`src/rtl/cecond_pkg.sv`:
```
package cecond_pkg;
  typedef enum logic [1:0] {
    ST_BAD     = 2'd0,
    ST_RECOVER = 2'd1,
    ST_RUN     = 2'd2,
    ST_GRACE   = 2'd3
  } pwr_state_e;
endpackage

```
`src/rtl/cecond_seq.sv`:
```
// Supply sequencer: tracks power state, recovery hold-off and grace window.
module cecond_seq
  import cecond_pkg::*;
#(
  parameter int unsigned GRACE_TICKS = 50000,
  parameter int unsigned HOLD_TICKS  = 16000000,
  parameter int unsigned RST_TICKS   = 16000000
) (
  input  logic clk,
  input  logic rst,
  input  logic supply_ok,
  input  logic ce_n,
  output logic gate_open,
  output logic por_req_n
);
  localparam int unsigned LONG_T = (HOLD_TICKS > RST_TICKS) ? HOLD_TICKS : RST_TICKS;
  localparam int CW = $clog2(LONG_T + 2);
  localparam int GW = $clog2(GRACE_TICKS + 2);
  localparam logic [CW-1:0] HOLD_C  = CW'(HOLD_TICKS);
  localparam logic [CW-1:0] RST_C   = CW'(RST_TICKS);
  localparam logic [CW-1:0] LONG_C  = CW'(LONG_T);
  localparam logic [GW-1:0] GRACE_C = GW'(GRACE_TICKS);

  pwr_state_e    state;
  logic [CW-1:0] rec_cnt;
  logic [GW-1:0] grace_cnt;
  logic          release_now;
  logic          por_q;

  always_comb begin
    gate_open   = 1'b0;
    release_now = 1'b0;
    unique case (state)
      ST_RUN: begin
        gate_open   = 1'b1;
        release_now = 1'b1;
      end
      ST_RECOVER: begin
        gate_open   = (rec_cnt >= HOLD_C);
        release_now = (rec_cnt >= RST_C);
      end
      ST_GRACE: gate_open = (grace_cnt < GRACE_C);
      default: ;
    endcase
  end

  always_ff @(posedge clk) begin
    if (rst) begin
      state     <= ST_BAD;
      rec_cnt   <= '0;
      grace_cnt <= '0;
      por_q     <= 1'b0;
    end else begin
      por_q <= release_now;
      unique case (state)
        ST_BAD: begin
          if (supply_ok) begin
            state   <= ST_RECOVER;
            rec_cnt <= CW'(1);
          end
        end
        ST_RECOVER: begin
          if (!supply_ok) begin
            state   <= ST_BAD;
            rec_cnt <= '0;
          end else if (rec_cnt >= LONG_C) begin
            state <= ST_RUN;
          end else begin
            rec_cnt <= rec_cnt + 1'b1;
          end
        end
        ST_RUN: begin
          if (!supply_ok) begin
            rec_cnt <= '0;
            if (!ce_n) begin
              state     <= ST_GRACE;
              grace_cnt <= GW'(1);
            end else begin
              state <= ST_BAD;
            end
          end
        end
        ST_GRACE: begin
          if (ce_n || (grace_cnt >= GRACE_C)) begin
            state     <= ST_BAD;
            grace_cnt <= '0;
          end else begin
            grace_cnt <= grace_cnt + 1'b1;
          end
        end
        default: state <= ST_BAD;
      endcase
    end
  end

  assign por_req_n = por_q;
endmodule

```
`src/rtl/cecond_route.sv`:
```
// Select capture and one-of-N decode onto registered active-low enables.
module cecond_route #(
  parameter int SEL_W   = 2,
  parameter int NUM_OUT = 1 << SEL_W
) (
  input  logic               clk,
  input  logic               rst,
  input  logic               ce_n,
  input  logic [SEL_W-1:0]   sel,
  input  logic               gate_open,
  output logic [NUM_OUT-1:0] ce_out_n
);
  logic               ce_prev_n;
  logic [SEL_W-1:0]   sel_hold;
  logic [SEL_W-1:0]   eff_sel;
  logic [NUM_OUT-1:0] hit;

  // Live select while idle; held copy once an access has begun.
  assign eff_sel = ce_prev_n ? sel : sel_hold;

  for (genvar i = 0; i < NUM_OUT; i++) begin : g_dec
    assign hit[i] = (eff_sel == SEL_W'(i));
  end

  always_ff @(posedge clk) begin
    if (rst) begin
      ce_prev_n <= 1'b1;
      sel_hold  <= '0;
      ce_out_n  <= '1;
    end else begin
      ce_prev_n <= ce_n;
      sel_hold  <= eff_sel;
      ce_out_n  <= (gate_open && !ce_n) ? ~hit : '1;
    end
  end
endmodule

```
`src/rtl/cecond_top.sv`:
```
module cecond_top #(
  parameter int unsigned GRACE_TICKS = 50000,
  parameter int unsigned HOLD_TICKS  = 16000000,
  parameter int unsigned RST_TICKS   = 16000000,
  localparam int SEL_W   = 2,
  localparam int NUM_OUT = 1 << SEL_W
) (
  input  logic               clk,
  input  logic               rst,
  input  logic               supply_ok,
  input  logic               ce_n,
  input  logic               sel_a,
  input  logic               sel_b,
  output logic [NUM_OUT-1:0] ce_out_n,
  output logic               por_req_n
);
  logic gate_open;

  cecond_seq #(
    .GRACE_TICKS(GRACE_TICKS),
    .HOLD_TICKS (HOLD_TICKS),
    .RST_TICKS  (RST_TICKS)
  ) u_seq (
    .clk      (clk),
    .rst      (rst),
    .supply_ok(supply_ok),
    .ce_n     (ce_n),
    .gate_open(gate_open),
    .por_req_n(por_req_n)
  );

  cecond_route #(
    .SEL_W  (SEL_W),
    .NUM_OUT(NUM_OUT)
  ) u_route (
    .clk      (clk),
    .rst      (rst),
    .ce_n     (ce_n),
    .sel      ({sel_b, sel_a}),
    .gate_open(gate_open),
    .ce_out_n (ce_out_n)
  );
endmodule

```
`config.mk`:
```
export PLATFORM = sky130hd
export DESIGN_NAME = cecond_top
export DESIGN_NICKNAME = d
export VERILOG_FILES = /design/src/rtl/cecond_pkg.sv /design/src/rtl/cecond_seq.sv /design/src/rtl/cecond_route.sv /design/src/rtl/cecond_top.sv
export SDC_FILE = /design/constraint.sdc
export NUM_CORES = 1
export LEC_CHECK = 0
export BUFFER_PORTS_ARGS = -buffer_cell sky130_fd_sc_hd__buf_4
export CAP_MARGIN = 20
export CORE_ASPECT_RATIO = 1.2
export CORE_MARGIN = 5
export CORE_UTILIZATION = 51
export CTS_CLUSTER_DIAMETER = 80
export CTS_CLUSTER_SIZE = 25
export DETAILED_ROUTE_END_ITERATION = 8
export GPL_ROUTABILITY_DRIVEN = 0
export PLACE_DENSITY_LB_ADDON = 0.2
export SYNTH_ARGS = -nofsm -noshare
export SYNTH_HDL_FRONTEND = slang
export SYNTH_SLANG_ARGS = --single-unit
```
`constraint.sdc`:
```
create_clock -name clk -period 3.69 [get_ports clk]
set_clock_uncertainty 0.1 [all_clocks]
set_input_delay 0.1845 -clock clk [delete_from_list [all_inputs] [get_ports clk]]
set_output_delay 0.1845 -clock clk [all_outputs]
set_load 0.005 [all_outputs]
```
==> run metrics <==
latest clock arrival within the worst-skew pair 0.31 ns; startpoint class of the critical path register; Max rail drop VDD 165.3 uV; Synth Area per Inst 8.404 sq um; Iter 0 DRT Violations 112; minimum period implied by the final worst setup slack 2.564 ns; top cells by area, synth sky130_fd_sc_hd__dfxtp_1 38%, sky130_fd_sc_hd__nor2_1 5.5%, sky130_fd_sc_hd__ha_1 4.3%, sky130_fd_sc_hd__a21oi_1 4.2%, sky130_fd_sc_hd__nand3_1 3.8%; die boundary height 88.80 microns; share of async-settable or async-resettable flops after synthesis 0%; clock tree from TritonCTS done; growth of design area from synthesis to finish 8.108%; RSZ-0062 raised after global routing false; most frequent standard cell in the layout excluding fill and tap cells sky130_fd_sc_hd__dfxtp_1; post-route fraction of the period consumed by the critical path 69.49%; path category of the worst min-delay check primary input to register; final wirelength 6013 microns; CTS Sinks 50; hold buffer count at cts 0; number of routed nets with antenna violations 0; net count after synthesis 329; share of layout cells above drive strength 1 10.43%; row count 28; Overall Global Routing Usage 19.37%; worst-margin pin slew 0.9420 ns; overall die width 75.67 microns; global-route congestion overflow total 0; routed via count divided by cell count 6.150; flip-flop and latch count after synthesis 50; library cell occupying the most area in the post-synthesis netlist sky130_fd_sc_hd__dfxtp_1; outcome complete, no violations; maximum clock frequency 390.0 MHz; maximum number of pins on one net before global-route repair 17; drt wl/cell 15.58 microns; synthesized instance count 314; count of flip-flops with a built-in enable after synthesis 0; number of max-capacitance violations reported 0; Yosys warning total 0; number of antenna violations at the first check in global routing 0; count of final setup violators 0; largest buffer count on any clock path 2; sequential-to-total area share from yosys stat 37.93%; critical path cell sequence inv_1 > ha_1 > or3b_2 > and2_0 > o21ai_1 > nor2_1; CP endpoint kind register; buffer type at the clock tree root sky130_fd_sc_hd__clkbuf_8; Power Dens Cells 359.0 nW/um^2; DPL Wire Length 4301 microns; Post-Syn Area 2639 sq um; crit path setup slack, layout 1.126 ns; Yosys cell types 61; fraction of synthesized cell area taken by the top area cell type 37.93%; CORE AREA 4975 sq um; arrival time of the worst setup path 2.64 ns; final net count 340; remaining routing DRC violations 0; most used flip-flop cell after synthesis sky130_fd_sc_hd__dfxtp_1; via count of the routed design 2374; final-report hold violation count 0; clock slew seen by the registers of the worst setup and hold paths 0.10 ns; setup tns final 0 ns; # placed instances 378; critical path start-end classification register to register; number of global-route vias before repair 2247; Initial Util 53.04%; cell leakage power 0.9818 nW; router iterations before antenna repair 4; Resized Gates After CTS 0; H-tree depth 2; delay of the slowest cell on the worst path 0.68 ns; IO buf count 10; number of CTS-inserted buffers 5; worst rel slew slack 36.82%; Critical Path Slowest Stage Cell sky130_fd_sc_hd__o21ai_1; wire length of the first global-routing pass 10260 microns; full die area 6719 sq um; count of pins over their slew limit 0; Placement Setup Slack 1.113 ns; post-CTS setup-driven buffer insertion count 0; Crit path required time 3.77 ns; top-level port count 11; highest net fanout along the worst path 12; diode count 0; post-layout instance count excluding filler cells 386; commonest cells after routing, fill and taps aside 50 x sky130_fd_sc_hd__dfxtp_1, 39 x sky130_fd_sc_hd__nor2_1, 22 x sky130_fd_sc_hd__a21oi_1
[cells by family (layout without fill, tap and decap cells)]
kind of cell               Yosys count  after routing  share of synthesized area, %
muxes                                3              3                         1.185
AOI/OAI and AO/OA                   83             83                         21.72
DFF                                 50             50                         37.93
and+or+nand+nor                    138            138                         28.12
buffers and inverters               20             32                         3.129
xor gates and xnor gates            11             11                         3.651
adders and majority gates            9              9                         4.268
[critical path: cells and delay by family (launching register included)]
kind,cells,cell delay (ns)
compound gates,1,0.68
buf+inv,1,0.13
flops,1,0.38
simple gates,3,0.89
fa+ha+maj,1,0.26
[path summary, 6_finish.rpt]
| check | startpoint | end | slack [ns] | depth (start not counted) |
|---|---|---|---|---|
| worst min register to register | u_seq.grace_cnt[1]$_SDFFE_PP0P_ | u_seq.grace_cnt[1]$_SDFFE_PP0P_ | 0.40 | 2 |
| worst max-delay path | u_seq.state[0]$_SDFFE_PP0P_ | u_seq.grace_cnt[12]$_SDFFE_PP0P_ | 1.13 | 6 |
| worst max register to register | u_seq.state[0]$_SDFFE_PP0P_ | u_seq.grace_cnt[12]$_SDFFE_PP0P_ | 1.13 | 6 |
| worst min-delay path | rst | u_seq.grace_cnt[3]$_SDFFE_PP0P_ | 0.03 | 2 |
[synth_stat cells (all sizes together), types with 2 or more instances]
master  number
nand2b       3
nand4       11
or4          2
nor4         6
and3         4
mux2i        2
nor3b        2
a211o        2
dfxtp       50
xor2        10
nor3        12
o311a        2
nor2        40
inv         13
and2         3
buf          4
o211ai       4
nand3       20
nand3b       3
o22a         2
and4         2
o21a         2
o21ai       14
a31oi        9
nand2       20
or3          3
a211oi       4
clkbuf       3
or2          2
a41oi        6
a21oi       22
o31ai        5
ha           9
[layout make-up]
| cell class | count | area, sq um |
|---|---|---|
| fill | 491 | 2122 |
| multi-input combinational | 244 | 1555 |
| sequential | 50 | 1001 |
| timing repair buffer | 11 | 82.58 |
| tap | 60 | 75.07 |
| clock buffer | 5 | 68.82 |
| inverter | 13 | 48.80 |
| clock inverter | 3 | 21.27 |
[power by group]
part	switching (W)	internal, W
Clock	0.000189	0.000133
Combinational	0.0000940	0.0000484
Sequential	0.0000108	0.000548
Total	0.000294	0.000730
[per-stage QoR]
| step | hold WS (ns) | cell area (sq um) | power [W] | util, % |
|---|---|---|---|---|
| final | 0.02957 | 2853 | 0.001024 | 57.34 |
| after global routing | 0.03171 | 2853 | 0.001079 | 57.34 |
| after CTS | 0.02359 | 2853 | 0.001039 | 57.34 |
| after detailed placement | 0.3546 | 2763 | 0.0007129 | 55.53 |
| after global placement | 0.3616 | 2763 | 0.0007099 | 55.53 |
| after floorplan | 0.2148 | 2639 | 0.0006759 | - |
[routing by layer]
| metal | global-route usage [%] | part of all wire (%) | wire length [microns] |
|---|---|---|---|
| met1 | 25.23 | 47 | 2813 |
| met2 | 32.21 | 47 | 2852 |
| met3 | 3.295 | 4.5 | 268 |
| met4 | 6.359 | 1.3 | 79 |
| met5 | 0 | 0 | 0 |
[flip-flops by register name, summed over array words and instances (netlist names)]
signal,count
u_route.ce_out_n,4
u_route.ce_prev_n,1
u_route.sel_hold,2
u_seq.grace_cnt,16
u_seq.por_req_n,1
u_seq.rec_cnt,24
u_seq.state,2
No activity file was read; power rests on OpenSTA's default activity.
